File: config.mk
export PLATFORM = sky130hd
export DESIGN_NAME = hzc_bypass_ctrl
export DESIGN_NICKNAME = d
export VERILOG_FILES = /design/src/rtl/hzc_pkg.sv /design/src/rtl/hzc_policy.sv /design/src/rtl/hzc_src_eval.sv /design/src/rtl/hzc_sel_stage.sv /design/src/rtl/hzc_bypass_ctrl.sv
export SDC_FILE = /design/constraint.sdc
export NUM_CORES = 1
export LEC_CHECK = 0
export ABC_CLOCK_PERIOD_IN_PS = 1400
export BUFFER_PORTS_ARGS = -buffer_cell sky130_fd_sc_hd__buf_2
export CAP_MARGIN = 20
export CORE_MARGIN = 4
export CORE_UTILIZATION = 38
export CTS_CLUSTER_DIAMETER = 80
export DETAILED_ROUTE_END_ITERATION = 8
export PLACE_DENSITY = 0.74
export SLEW_MARGIN = 0
export SYNTH_ARGS = -nofsm -noshare
export SYNTH_HDL_FRONTEND = slang
export SYNTH_HIERARCHICAL = 1
export SYNTH_SLANG_ARGS = --single-unit
File: constraint.sdc
create_clock -name clk -period 1.4 [get_ports clk]
set_clock_uncertainty 0.1 [all_clocks]
set_input_delay 0.14 -clock clk [delete_from_list [all_inputs] [get_ports clk]]
set_output_delay 0.14 -clock clk [all_outputs]
set_load 0.02 [all_outputs]
File: src/rtl/hzc_pkg.sv
package hzc_pkg;

   // Bypass network available in the surrounding datapath.
   typedef enum logic [1:0] {
      BYP_NONE = 2'd0,
      BYP_FULL = 2'd1,
      BYP_NEXT = 2'd2,
      BYP_TWO  = 2'd3
   } byp_mode_e;

   // Operand source codes seen by the execute-stage multiplexer.
   localparam int          SEL_W   = 2;
   localparam logic [1:0]  SEL_RF  = 2'b00;
   localparam logic [1:0]  SEL_EXM = 2'b10;
   localparam logic [1:0]  SEL_MWB = 2'b01;

   // Number of register sources per instruction.
   localparam int          NUM_SRC = 2;

endpackage

File: src/rtl/hzc_policy.sv
// Translates the bypass mode into which pipeline registers may feed execute.
module hzc_policy
   import hzc_pkg::*;
(
   input  byp_mode_e mode,
   output logic      exm_en,
   output logic      mwb_en
);

   always_comb begin
      exm_en = 1'b0;
      mwb_en = 1'b0;
      unique case (mode)
         BYP_NONE: begin exm_en = 1'b0; mwb_en = 1'b0; end
         BYP_FULL: begin exm_en = 1'b1; mwb_en = 1'b1; end
         BYP_NEXT: begin exm_en = 1'b1; mwb_en = 1'b0; end
         BYP_TWO:  begin exm_en = 1'b0; mwb_en = 1'b1; end
         default:  begin exm_en = 1'b0; mwb_en = 1'b0; end
      endcase
   end

endmodule

File: src/rtl/hzc_src_eval.sv
// Dependence check for one source register of the decode instruction.
module hzc_src_eval
   import hzc_pkg::*;
#(
   parameter int REG_W = 5
)(
   input  logic [REG_W-1:0] src,
   input  logic [REG_W-1:0] ex_rd,
   input  logic             ex_wen,
   input  logic             ex_load,
   input  logic [REG_W-1:0] mem_rd,
   input  logic             mem_wen,
   input  logic             exm_en,
   input  logic             mwb_en,
   output logic             hazard,
   output logic [SEL_W-1:0] sel
);

   localparam logic [REG_W-1:0] ZERO_REG = '0;

   logic src_live;
   logic ex_hit;
   logic mem_hit;
   logic ex_ok;
   logic mem_ok;

   assign src_live = (src != ZERO_REG);

   // Distance one: producer is in execute now, in memory when we reach execute.
   assign ex_hit  = src_live && ex_wen && (ex_rd == src);
   // Distance two: shadowed by a younger writer of the same register.
   assign mem_hit = src_live && mem_wen && (mem_rd == src) && !ex_hit;

   // A load result is not ready in the execute/memory register.
   assign ex_ok   = ex_hit && exm_en && !ex_load;
   assign mem_ok  = mem_hit && mwb_en;

   assign hazard  = (ex_hit && !ex_ok) || (mem_hit && !mem_ok);

   always_comb begin
      if (ex_ok)       sel = SEL_EXM;
      else if (mem_ok) sel = SEL_MWB;
      else             sel = SEL_RF;
   end

endmodule

File: src/rtl/hzc_sel_stage.sv
// Execute-stage copy of an operand select; a stall loads a bubble.
module hzc_sel_stage
   import hzc_pkg::*;
#(
   parameter int W = SEL_W
)(
   input  logic         clk,
   input  logic         rst,
   input  logic         bubble,
   input  logic [W-1:0] d,
   output logic [W-1:0] q
);

   always_ff @(posedge clk) begin
      if (rst)         q <= '0;
      else if (bubble) q <= '0;
      else             q <= d;
   end

endmodule

File: src/rtl/hzc_bypass_ctrl.sv
module hzc_bypass_ctrl
   import hzc_pkg::*;
#(
   parameter int REG_W = 5
)(
   input  logic             clk,
   input  logic             rst,
   input  logic [1:0]       mode,
   input  logic [REG_W-1:0] id_rs1,
   input  logic [REG_W-1:0] id_rs2,
   input  logic [REG_W-1:0] ex_rd,
   input  logic             ex_wen,
   input  logic             ex_load,
   input  logic [REG_W-1:0] mem_rd,
   input  logic             mem_wen,
   output logic             stall,
   output logic [1:0]       fwd_a,
   output logic [1:0]       fwd_b
);

   generate
      if (REG_W < 1 || REG_W > 8) begin : g_bad_width
         $error("hzc_bypass_ctrl: REG_W out of range");
      end
   endgenerate

   byp_mode_e mode_e;
   logic      exm_en;
   logic      mwb_en;

   assign mode_e = byp_mode_e'(mode);

   hzc_policy u_policy (
      .mode   (mode_e),
      .exm_en (exm_en),
      .mwb_en (mwb_en)
   );

   logic [REG_W-1:0] src   [NUM_SRC];
   logic [SEL_W-1:0] sel_d [NUM_SRC];
   logic [SEL_W-1:0] sel_q [NUM_SRC];
   logic [NUM_SRC-1:0] haz;

   assign src[0] = id_rs1;
   assign src[1] = id_rs2;

   for (genvar g = 0; g < NUM_SRC; g++) begin : g_src
      hzc_src_eval #(.REG_W(REG_W)) u_eval (
         .src     (src[g]),
         .ex_rd   (ex_rd),
         .ex_wen  (ex_wen),
         .ex_load (ex_load),
         .mem_rd  (mem_rd),
         .mem_wen (mem_wen),
         .exm_en  (exm_en),
         .mwb_en  (mwb_en),
         .hazard  (haz[g]),
         .sel     (sel_d[g])
      );

      hzc_sel_stage #(.W(SEL_W)) u_stage (
         .clk    (clk),
         .rst    (rst),
         .bubble (stall),
         .d      (sel_d[g]),
         .q      (sel_q[g])
      );
   end

   assign stall = |haz;
   assign fwd_a = sel_q[0];
   assign fwd_b = sel_q[1];

endmodule

==> results of run 1 <==
cells by family after synthesis:
logic type | count (synthesis)
xor+xnor | 20
fa+ha+maj | 2
buf+inv | 4
flops | 4
mux | 2
simple gates | 32
how the worst max path moves through the flow:
stage | start | to | cells past startpoint
2_1_floorplan | id_rs1[4] | g_src[0].u_stage/q[0] | 6
3_3_place_gp | ex_rd[3] | stall | 7
3_5_place_dp | ex_rd[3] | stall | 7
4_1_cts | ex_rd[0] | stall | 7
5_1_grt | id_rs1[4] | stall | 8
6_report | id_rs2[4] | stall | 7
placed cells by master (no fill, tap or decap), types with 2 or more instances in the layout:
master	netlist	final
buf_2	0	23
buf_6	0	6
mux2i_1	2	2
nor3b_2	0	5
dfxtp_1	4	4
nor4_2	4	6
and2_1	2	2
nand2_1	6	6
xor2_1	16	15
clkbuf_4	0	3
xor2_2	2	2
ha_1	2	2
nand3_1	2	2
nor2b_1	2	2
nor2_1	2	2
and4_4	2	2
buf_8	0	2
nor3_1	2	2
buf_4	2	19
xnor2_1	2	2
inv_1	2	2
layer usage:
metal	GRT usage [%]	part of all wire (%)
met3	5.469	8.0
met4	5.682	4.0
met2	30.22	52
met1	14.29	36
met5	0	0
final cells by class:
type                            count  share of cell area (%)
Timing Repair Buffer               50                   35.28
Inverter                            2                  0.7453
Tap cell                           15                   1.863
Multi-Input combinational cell     56                   51.93
Clock buffer                        3                   2.236
Sequential cell                     4                   7.950
per-stage QoR:
stage          instances  cell area, um2  util [%]  TNS [ns]  power [mW]
5_1_grt              130            1007     75.52    -1.063      0.5329
3_5_place_dp         125           874.6     65.57    -1.796      0.3162
4_1_cts              130           952.2     71.39   -0.7938      0.4811
2_1_floorplan         64           588.1         -   -0.2943      0.2036
6_report             130            1007     75.52   -0.6014      0.5055
3_3_place_gp         125           874.6     65.57    -1.750      0.3116
repair_timing:
item | in CTS | in global routing
pin swaps | 5 | 7
setup buffers | 2 | 0
hold buffers | 0 | 0
gates resized for setup | 9 | 11
endpoints found under the setup margin | 5 | 5
power by group through the flow:
stage               Sequential, mW  Clock (mW)  Combinational (mW)
CTS                          0.115       0.149               0.217
finish                       0.115       0.152               0.238
global route                 0.115       0.162               0.256
floorplan                    0.117           0              0.0862
global placement             0.117           0               0.195
detailed placement           0.117           0               0.199
critical path: cells and delay by family:
family	cells	cell delay, ns
XOR/XNOR	1	0.15
buffers and inverters	2	0.24
multiplexers	1	0.20
AND/OR/NAND/NOR	3	0.68
==> results by group, run 1 <==
Run status
  • Status: finished with violations
  • Failing checks: negative setup slack

Pwr
  • Flop pwr share: 22.8%
  • Sw Share: 32.79%
  • VDD IR-drop max: 0.0003658 V
  • Proportion of power drawn by the clock network: 30.1%
  • PwrDens: 501.9 nW/um2
  • Combinational power share: 47.1%
  • P_int: 0.3398 mW
  • Switching power: 0.1657 mW
  • Lkg Pwr: 0.4697 nW

Final layout
  • Multi-input logic area: 523.0 um2
  • FF/Latch Area: 80.08 um2
  • Most flop-heavy register: g_src.u_stage/q
  • Max reg flops: 4
  • Fillers: 98
  • Layout cells sized above 1: 61.74%
  • Diode count: 0
  • Nets: 146
  • Area growth, synth to finish: 81.31%
  • Largest registers: g_src.u_stage/q: 4 flops

Worst setup path
  • Crit. End Element: primary output
  • Worst-path fanout max: 3
  • Slowest stage cell, crit path: nor4_2
  • WP data required: 1.16 ns
  • Startpoint types: input port
  • Critical Path Max Stage Delay: 0.26 ns
  • Cells along the critical path: buf_4 > xor2_1 > nor4_2 > and4_4 > mux2i_1 > or2_4 > buf_6
  • Crit path DAT: 1.41 ns
  • Kind of critical path: in2out

Yosys
  • Sequential-to-total area share from yosys stat: 14.41%
  • Post-synthesis net count: 93
  • Synth Area in Compound Gates: 0%
  • Mapped cell area: 555.5 um2
  • Synth Warn #: 6
  • Post-Synthesis Cells: 64
  • Simple-gate area share of the yosys netlist: 39.19%
  • Largest cells by area after synthesis: xor2_1, dfxtp_1, nor4_2, nor3b_1, xor2_2
  • Most frequent cells after synthesis: xor2_1, nand2_1, nor3b_1
  • Async SR Flop Fraction: 0%
  • Register bit total from synthesis: 4
  • Yosys cell types: 19
  • Post-synth EDFFs: 0
  • Main combinational cell family by area after synthesis: simple AND/OR/NAND/NOR gates
  • XOR/XNOR Fraction of Synth Area: 34.23%
  • Post-synth top area share: 25.23%
  • Adder-Cell Fraction of Synth Area: 4.505%
  • Largest area contributor in the netlist: xor2_1
  • Main flop type after synthesis: dfxtp_1
  • Count leader, synth: xor2_1
  • Multiplexer area fraction after synthesis: 3.604%
  • Avg Cell Area, Syn: 8.680 um2

Drt
  • # DRC: 0
  • First-pass DRT Iterations: 3
  • Vias per Instance: 4.869
  • Via count: 633
  • Avg WL per Cell: 13.58 um
  • Antenna-violating nets left: 0
  • Initial DRC Count: 3
  • Routed WL: 1765 um

Placed design
  • Post-DP HPWL: 1290 um
  • PortBufs: 31
  • Post-Place Worst Slack: -0.4451 ns
  • Global placement routability congestion: 0.8259

Hold path
  • Hold crit path type: in2reg
  • Hold Path Origin: rst
  • Min-Delay Endpoint: g_src[1].u_stage/q[0]
  • Worst hold path depth: 2

Floorplan
  • Die W: 46.24 um
  • Row count: 13
  • Core area: 1334 um2
  • # IOs: 32
  • Full die area: 2138 um2
  • Initial Utilization: 41.65%
  • Die height: 46.24 um

STA
  • Worst slew pin tran: 0.2926 ns
  • Rel. slew slack: 80.33%
  • Min Hold Slack: 0.06348 ns
  • Minimum clock period: 1.651 ns
  • RSZ-0062 raised after global routing: true
  • Slew Limit Fails: 0
  • Highest Clock Rate: 0.6056 GHz
  • Final hold vios: 0
  • Final WS setup: -0.2511 ns
  • Final Cycle Share: 117.9%
  • Final setup violation count: 5

Global routing
  • Largest net degree at the start of global routing: 5
  • First-pass GRT wire length: 2387 um
  • Number of global-route vias before repair: 646
  • Gr usage total: 15.49%
  • Gr ovfl total: 0
  • Initial antenna violation count: 0

Clocking
  • TritonCTS clock tree: built
  • Root buffer cell: clkbuf_4
  • H-tree levels: 1
  • Sink Count: 4
  • Clock transition at the registers of the reported paths: 0.04 ns
  • TritonCTS buffer count: 3
  • Clk buf depth: 2

Run
  • Max Cap Violations: 0
Note: power is estimated with default switching activity, not from simulation.
==> inputs of run 2 (changes only) <==
BUFFER_PORTS_ARGS = unset   (was -buffer_cell sky130_fd_sc_hd__buf_2)
CORE_UTILIZATION = 40   (was 38)
DONT_BUFFER_PORTS = 1   (was unset)
PLACE_DENSITY = unset   (was 0.74)
REMOVE_ABC_BUFFERS = 1   (was unset)
==> results by group, run 2 (synthesis gave the netlist of run 1 again) <==
Placed design
  • Post-DP HPWL: 1007 um (-22%)
  • Global placement routability congestion: 0.8397 (+1.7%)
  • PortBufs: 0 (-100%)
  • Cell area after placement: 589.3 um2 (-33%)

Floorplan
  • Die height: 45.27 um (-2.1%)
  • Row count: 13 (unchanged)
  • Initial Utilization: 42.69% (+1.0 points)
  • Die W: 45.27 um (-2.1%)
  • Core area: 1301 um2 (-2.4%)
  • Full die area: 2049 um2 (-4.2%)
  • # IOs: 32 (unchanged)

Run status
  • Status: finished with violations
  • Failing checks: negative setup slack

Final layout
  • Max reg flops: 4 (unchanged)
  • Design Area, Final: 696.9 um2 (-31%)
  • Area growth, synth to finish: 25.45%
  • Largest registers: g_src.u_stage/q: 4 flops
  • Commonest non-fill, non-tap cell in the layout: xor2_1
  • Layout cells sized above 1: 36.99% (-25 points)
  • Most flop-heavy register: g_src.u_stage/q
  • Commonest cells after routing, fill and taps aside: xor2_1, nand2_1, nor4_2, nor3b_2, buf_4
  • Finished Core Util: 53.56% (-22 points)
  • Nets: 104 (-29%)
  • Diode count: 0 (unchanged)

STA
  • Worst slew pin tran: 0.2737 ns (-0.01892 ns)
  • Slew Limit Fails: 0 (unchanged)
  • Final setup violation count: 5 (unchanged)
  • Setup TNS: -0.7275 ns (-0.1261 ns)
  • Final Cycle Share: 112.7% (-5.2 points)
  • Final WS setup: -0.1782 ns (+0.07293 ns)
  • RSZ-0062 raised after global routing: true
  • Highest Clock Rate: 0.6336 GHz (+4.6%)
  • Rel. slew slack: 81.60% (+1.3 points)
  • Minimum clock period: 1.578 ns (-0.07293 ns)
  • Final hold vios: 0 (unchanged)

Drt
  • First-pass DRT Iterations: 3 (unchanged)
  • Initial DRC Count: 4 (+1)
  • Avg WL per Cell: 13.97 um (+2.9%)
  • Routed WL: 1229 um (-30%)
  • # DRC: 0 (unchanged)
  • Via count: 467 (-26%)
  • Vias per Instance: 5.307 (+9.0%)
  • Antenna-violating nets left: 0 (unchanged)

Worst setup path
  • Startpoint types: input port
  • Crit. End Element: flip-flop
  • Worst-path fanout max: 4 (+1)
  • WP data required: 1.45 ns (+0.29 ns)
  • Crit path DAT: 1.63 ns (+0.22 ns)
  • Kind of critical path: in2reg

Global routing
  • Gr usage total: 12.27% (-3.2 points)
  • Gr ovfl total: 0 (unchanged)
  • Initial antenna violation count: 0 (unchanged)
  • Largest net degree at the start of global routing: 5 (unchanged)
  • First-pass GRT wire length: 1897 um (-21%)
  • Number of global-route vias before repair: 483 (-25%)

Clocking
  • TritonCTS buffer count: 3 (unchanged)
  • Clk buf depth: 2 (unchanged)
  • Clock transition at the registers of the reported paths: 0.04 ns (about the same)
  • Root buffer cell: clkbuf_4
  • TritonCTS clock tree: built
  • Sink Count: 4 (unchanged)
  • H-tree levels: 1 (unchanged)

Pwr
  • Lkg Pwr: 0.2690 nW (-43%)
  • PwrDens: 535.5 nW/um2 (+6.7%)
  • VDD IR-drop max: 0.0001699 V (-54%)

Hold path
  • Hold crit path type: in2reg
  • Min-Delay Endpoint: g_src[1].u_stage/q[0]
  • Hold Path Origin: mem_wen
  • Worst hold path depth: 3 (+1)

Run
  • Max Cap Violations: 0 (unchanged)
-- run 2: cell count changes in the layout (fill, tap and decap cells not counted), moves of 2 or more --
cell and delta:
buf_4 -14, buf_6 -4, buf_2 -23, buf_8 -2
-- run 2: metal layers --
metal / global-route usage (%) / up-vias / wire length (um)
met5: 0 / - / 0
met4: 3.509 / 0 / 0
met3: 6.773 / 0 / 144
met2: 21.75 / 22 / 671
met1: 12.14 / 210 / 413
li1: - / 235 / -
-- run 2: per-stage QoR --
stage / hold slack (ns) / worst slack [ns] / power, mW / instances
detailed placement: 0.1185 / -0.2670 / 0.2131 / 81
floorplan: 0.1158 / -0.1753 / 0.1978 / 62
CTS: 0.09182 / -0.1418 / 0.3755 / 87
finish: 0.09534 / -0.1782 / 0.3732 / 88
global placement: 0.1204 / -0.2895 / 0.2133 / 81
global route: 0.09188 / -0.2212 / 0.4001 / 88
-- run 2: cell type report --
type	count	area, um2
Sequential cell	4	80.08
Multi-Input combinational cell	56	498.0
Inverter	2	7.507
Timing Repair Buffer	8	70.07
Fill cell	123	604.3
Tap cell	15	18.77
Clock buffer	3	22.52
-- run 2: report_power, final --
part / leakage, nW / switching [mW] / internal (mW)
logic: 0.223 / 0.0565 / 0.0630
clock network: 0.0138 / 0.0423 / 0.0955
registers: 0.0322 / 0.000721 / 0.115
total: 0.269 / 0.0996 / 0.274
-- run 2: timing repair --
| action | CTS | global route |
|---|---|---|
| pin swaps | 5 | 10 |
| setup endpoints to repair | 2 | 5 |
| buffers inserted | 2 | 1 |
| hold buffers | 1 | 0 |
| resized for setup | 8 | 3 |
| endpoints found under the hold margin | 4 | 0 |
-- run 2: worst max-delay path, cell delays in order --
cell	delay [ns]
xor2_2	0.15
nor4_2	0.29
and4_4	0.27
mux2i_1	0.06
or2_1	0.26
buf_4	0.15
buf_6	0.12
nor3b_2	0.18
-- run 2: worst max-delay path by stage --
stage,end,start
floorplan,g_src[0].u_stage/q[0],id_rs2[0]
global placement,stall,ex_rd[3]
detailed placement,stall,id_rs2[0]
CTS,stall,ex_rd[3]
global route,stall,ex_rd[3]
finish,g_src[0].u_stage/q[1],ex_rd[3]
==> inputs of run 3 (changes only) <==
ABC_CLOCK_PERIOD_IN_PS = 1650   (was 1400)
clock period = 1.65 ns   (was 1.4 ns; I/O delays follow)
==> results by group, run 3 (synthesis gave the netlist of run 1 again) <==
Clocking
  • Clk buf depth: 2 (unchanged)
  • Sink Count: 4 (unchanged)
  • TritonCTS buffer count: 3 (unchanged)
  • Clock transition at the registers of the reported paths: 0.03 ns (about the same)
  • Root buffer cell: clkbuf_4
  • TritonCTS clock tree: built
  • H-tree levels: 1 (unchanged)

Drt
  • Vias per Instance: 5.279 (-0.52%)
  • Initial DRC Count: 1 (-3)
  • Via count: 454 (-2.8%)
  • Routed WL: 1149 um (-6.5%)
  • Antenna-violating nets left: 0 (unchanged)
  • Avg WL per Cell: 13.36 um (-4.3%)
  • First-pass DRT Iterations: 2 (-1)
  • # DRC: 0 (unchanged)

Placed design
  • Post-DP HPWL: 1025 um (+1.8%)
  • PortBufs: 0 (unchanged)
  • Post-Place Worst Slack: -0.1074 ns (+0.1595 ns)
  • Global placement routability congestion: 0.8462 (+0.77%)
  • Placed cell count: 80 (-1.2%)
  • Cell area after placement: 594.3 um2 (+0.85%)

Worst setup path
  • Crit. End Element: primary output
  • Kind of critical path: in2out
  • Critical Path Max Stage Delay: 0.32 ns (+0.03 ns)
  • Worst-path fanout max: 3 (-1)
  • Startpoint types: input port
  • Crit path DAT: 1.39 ns (-0.24 ns)
  • Cells along the critical path: xor2_1 > nor4_1 > and4_4 > mux2i_1 > or2_4 > buf_12
  • Slowest stage cell, crit path: nor4_1
  • WP data required: 1.38 ns (-0.07 ns)

STA
  • Worst slew pin tran: 0.2867 ns (+0.01298 ns)
  • Rel. slew slack: 80.71% (-0.89 points)
  • Final setup violation count: 1 (-4)
  • Final WS setup: -0.002254 ns (+0.1760 ns)
  • Minimum clock period: 1.652 ns
  • Highest Clock Rate: 0.6052 GHz
  • Setup TNS: -0.002254 ns (+0.7253 ns)
  • Final hold vios: 0 (unchanged)
  • Slew Limit Fails: 0 (unchanged)
  • Final Cycle Share: 100.1%
  • RSZ-0062 raised after global routing: true

Floorplan
  • # IOs: 32 (unchanged)
  • Die height: 45.27 um (unchanged)
  • Die W: 45.27 um (unchanged)
  • Initial Utilization: 42.69% (unchanged)
  • Row count: 13 (unchanged)
  • Core area: 1301 um2 (unchanged)
  • Full die area: 2049 um2 (unchanged)

Final layout
  • Fillers: 140 (+14%)
  • Largest registers: g_src.u_stage/q: 4 flops
  • Nets: 102 (-1.9%)
  • Commonest cells after routing, fill and taps aside: xor2_1, nand2_1, nor4_2, nor3b_1
  • Design Area, Final: 655.6 um2 (-5.9%)
  • Layout cells sized above 1: 26.76% (-10 points)
  • Area growth, synth to finish: 18.02%
  • Most flop-heavy register: g_src.u_stage/q
  • Finished Core Util: 50.38% (-3.2 points)
  • Max reg flops: 4 (unchanged)
  • Commonest non-fill, non-tap cell in the layout: xor2_1
  • Final cell count without fillers: 86 (-2.3%)
  • Diode count: 0 (unchanged)

Pwr
  • PwrDens: 477.3 nW/um2 (-11%)
  • VDD IR-drop max: 0.0002771 V (+63%)
  • Lkg Pwr: 0.2490 nW (-7.4%)

Run status
  • Failing checks: negative setup slack
  • Status: finished with violations

Global routing
  • Largest net degree at the start of global routing: 6 (+1)
  • First-pass GRT wire length: 1987 um (+4.7%)
  • Gr ovfl total: 0 (unchanged)
  • Initial antenna violation count: 0 (unchanged)
  • Gr usage total: 12.94% (+0.67 points)
  • Number of global-route vias before repair: 510 (+5.6%)

Hold path
  • Hold crit path type: in2reg

Run
  • Max Cap Violations: 0 (unchanged)
## run 3: worst paths after layout
check  cells after the start               endpoint      from  slack, ns
min                        3  g_src[0].u_stage/q[0]   mem_wen        0.1
max                        6                  stall  ex_rd[0]     -0.002
## run 3: final cells by class
class / count / area, um2 / area share, %
Timing Repair Buffer: 6 / 60.06 / 9.160
Multi-Input combinational cell: 56 / 466.7 / 71.18
Tap cell: 15 / 18.77 / 2.863
Inverter: 2 / 7.507 / 1.145
Sequential cell: 4 / 80.08 / 12.21
Clock buffer: 3 / 22.52 / 3.435
## run 3: metal layers
| metal | track usage [%] | part of all wire [%] | up-vias |
|---|---|---|---|
| met5 | 0 | 0 | - |
| met4 | 5.263 | 1.5 | 0 |
| met3 | 5.578 | 10 | 2 |
| met2 | 20.90 | 47 | 21 |
| met1 | 14.83 | 42 | 199 |
| li1 | - | - | 232 |
## run 3: worst max-delay path, delay by kind of cell
family	cells	cell delay, ns
xor gates and xnor gates	1	0.14
buffers and inverters	1	0.13
muxes	1	0.08
and+or+nand+nor	3	0.87
## run 3: power by group
| group | switching [mW] | total [mW] | leakage [nW] | internal [mW] |
|---|---|---|---|---|
| registers | 0.000610 | 0.0983 | 0.0322 | 0.0976 |
| clock network | 0.0374 | 0.119 | 0.0138 | 0.0812 |
| logic | 0.0436 | 0.0961 | 0.203 | 0.0525 |
## run 3: repair_timing
item / CTS / global route
hold buffers: 1 / 0
endpoints found under the hold margin: 4 / 0
gates resized for setup: 2 / 1
pin swaps: 3 / 3
setup buffers: 1 / 1
endpoints found under the setup margin: 1 / 1
## run 3: per-stage QoR
stage / total power, mW / hold slack, ns
finish: 0.3129 / 0.09837
global route: 0.3414 / 0.09869
CTS: 0.3183 / 0.09624
detailed placement: 0.1864 / 0.1437
global placement: 0.1859 / 0.1469
floorplan: 0.1678 / 0.1408
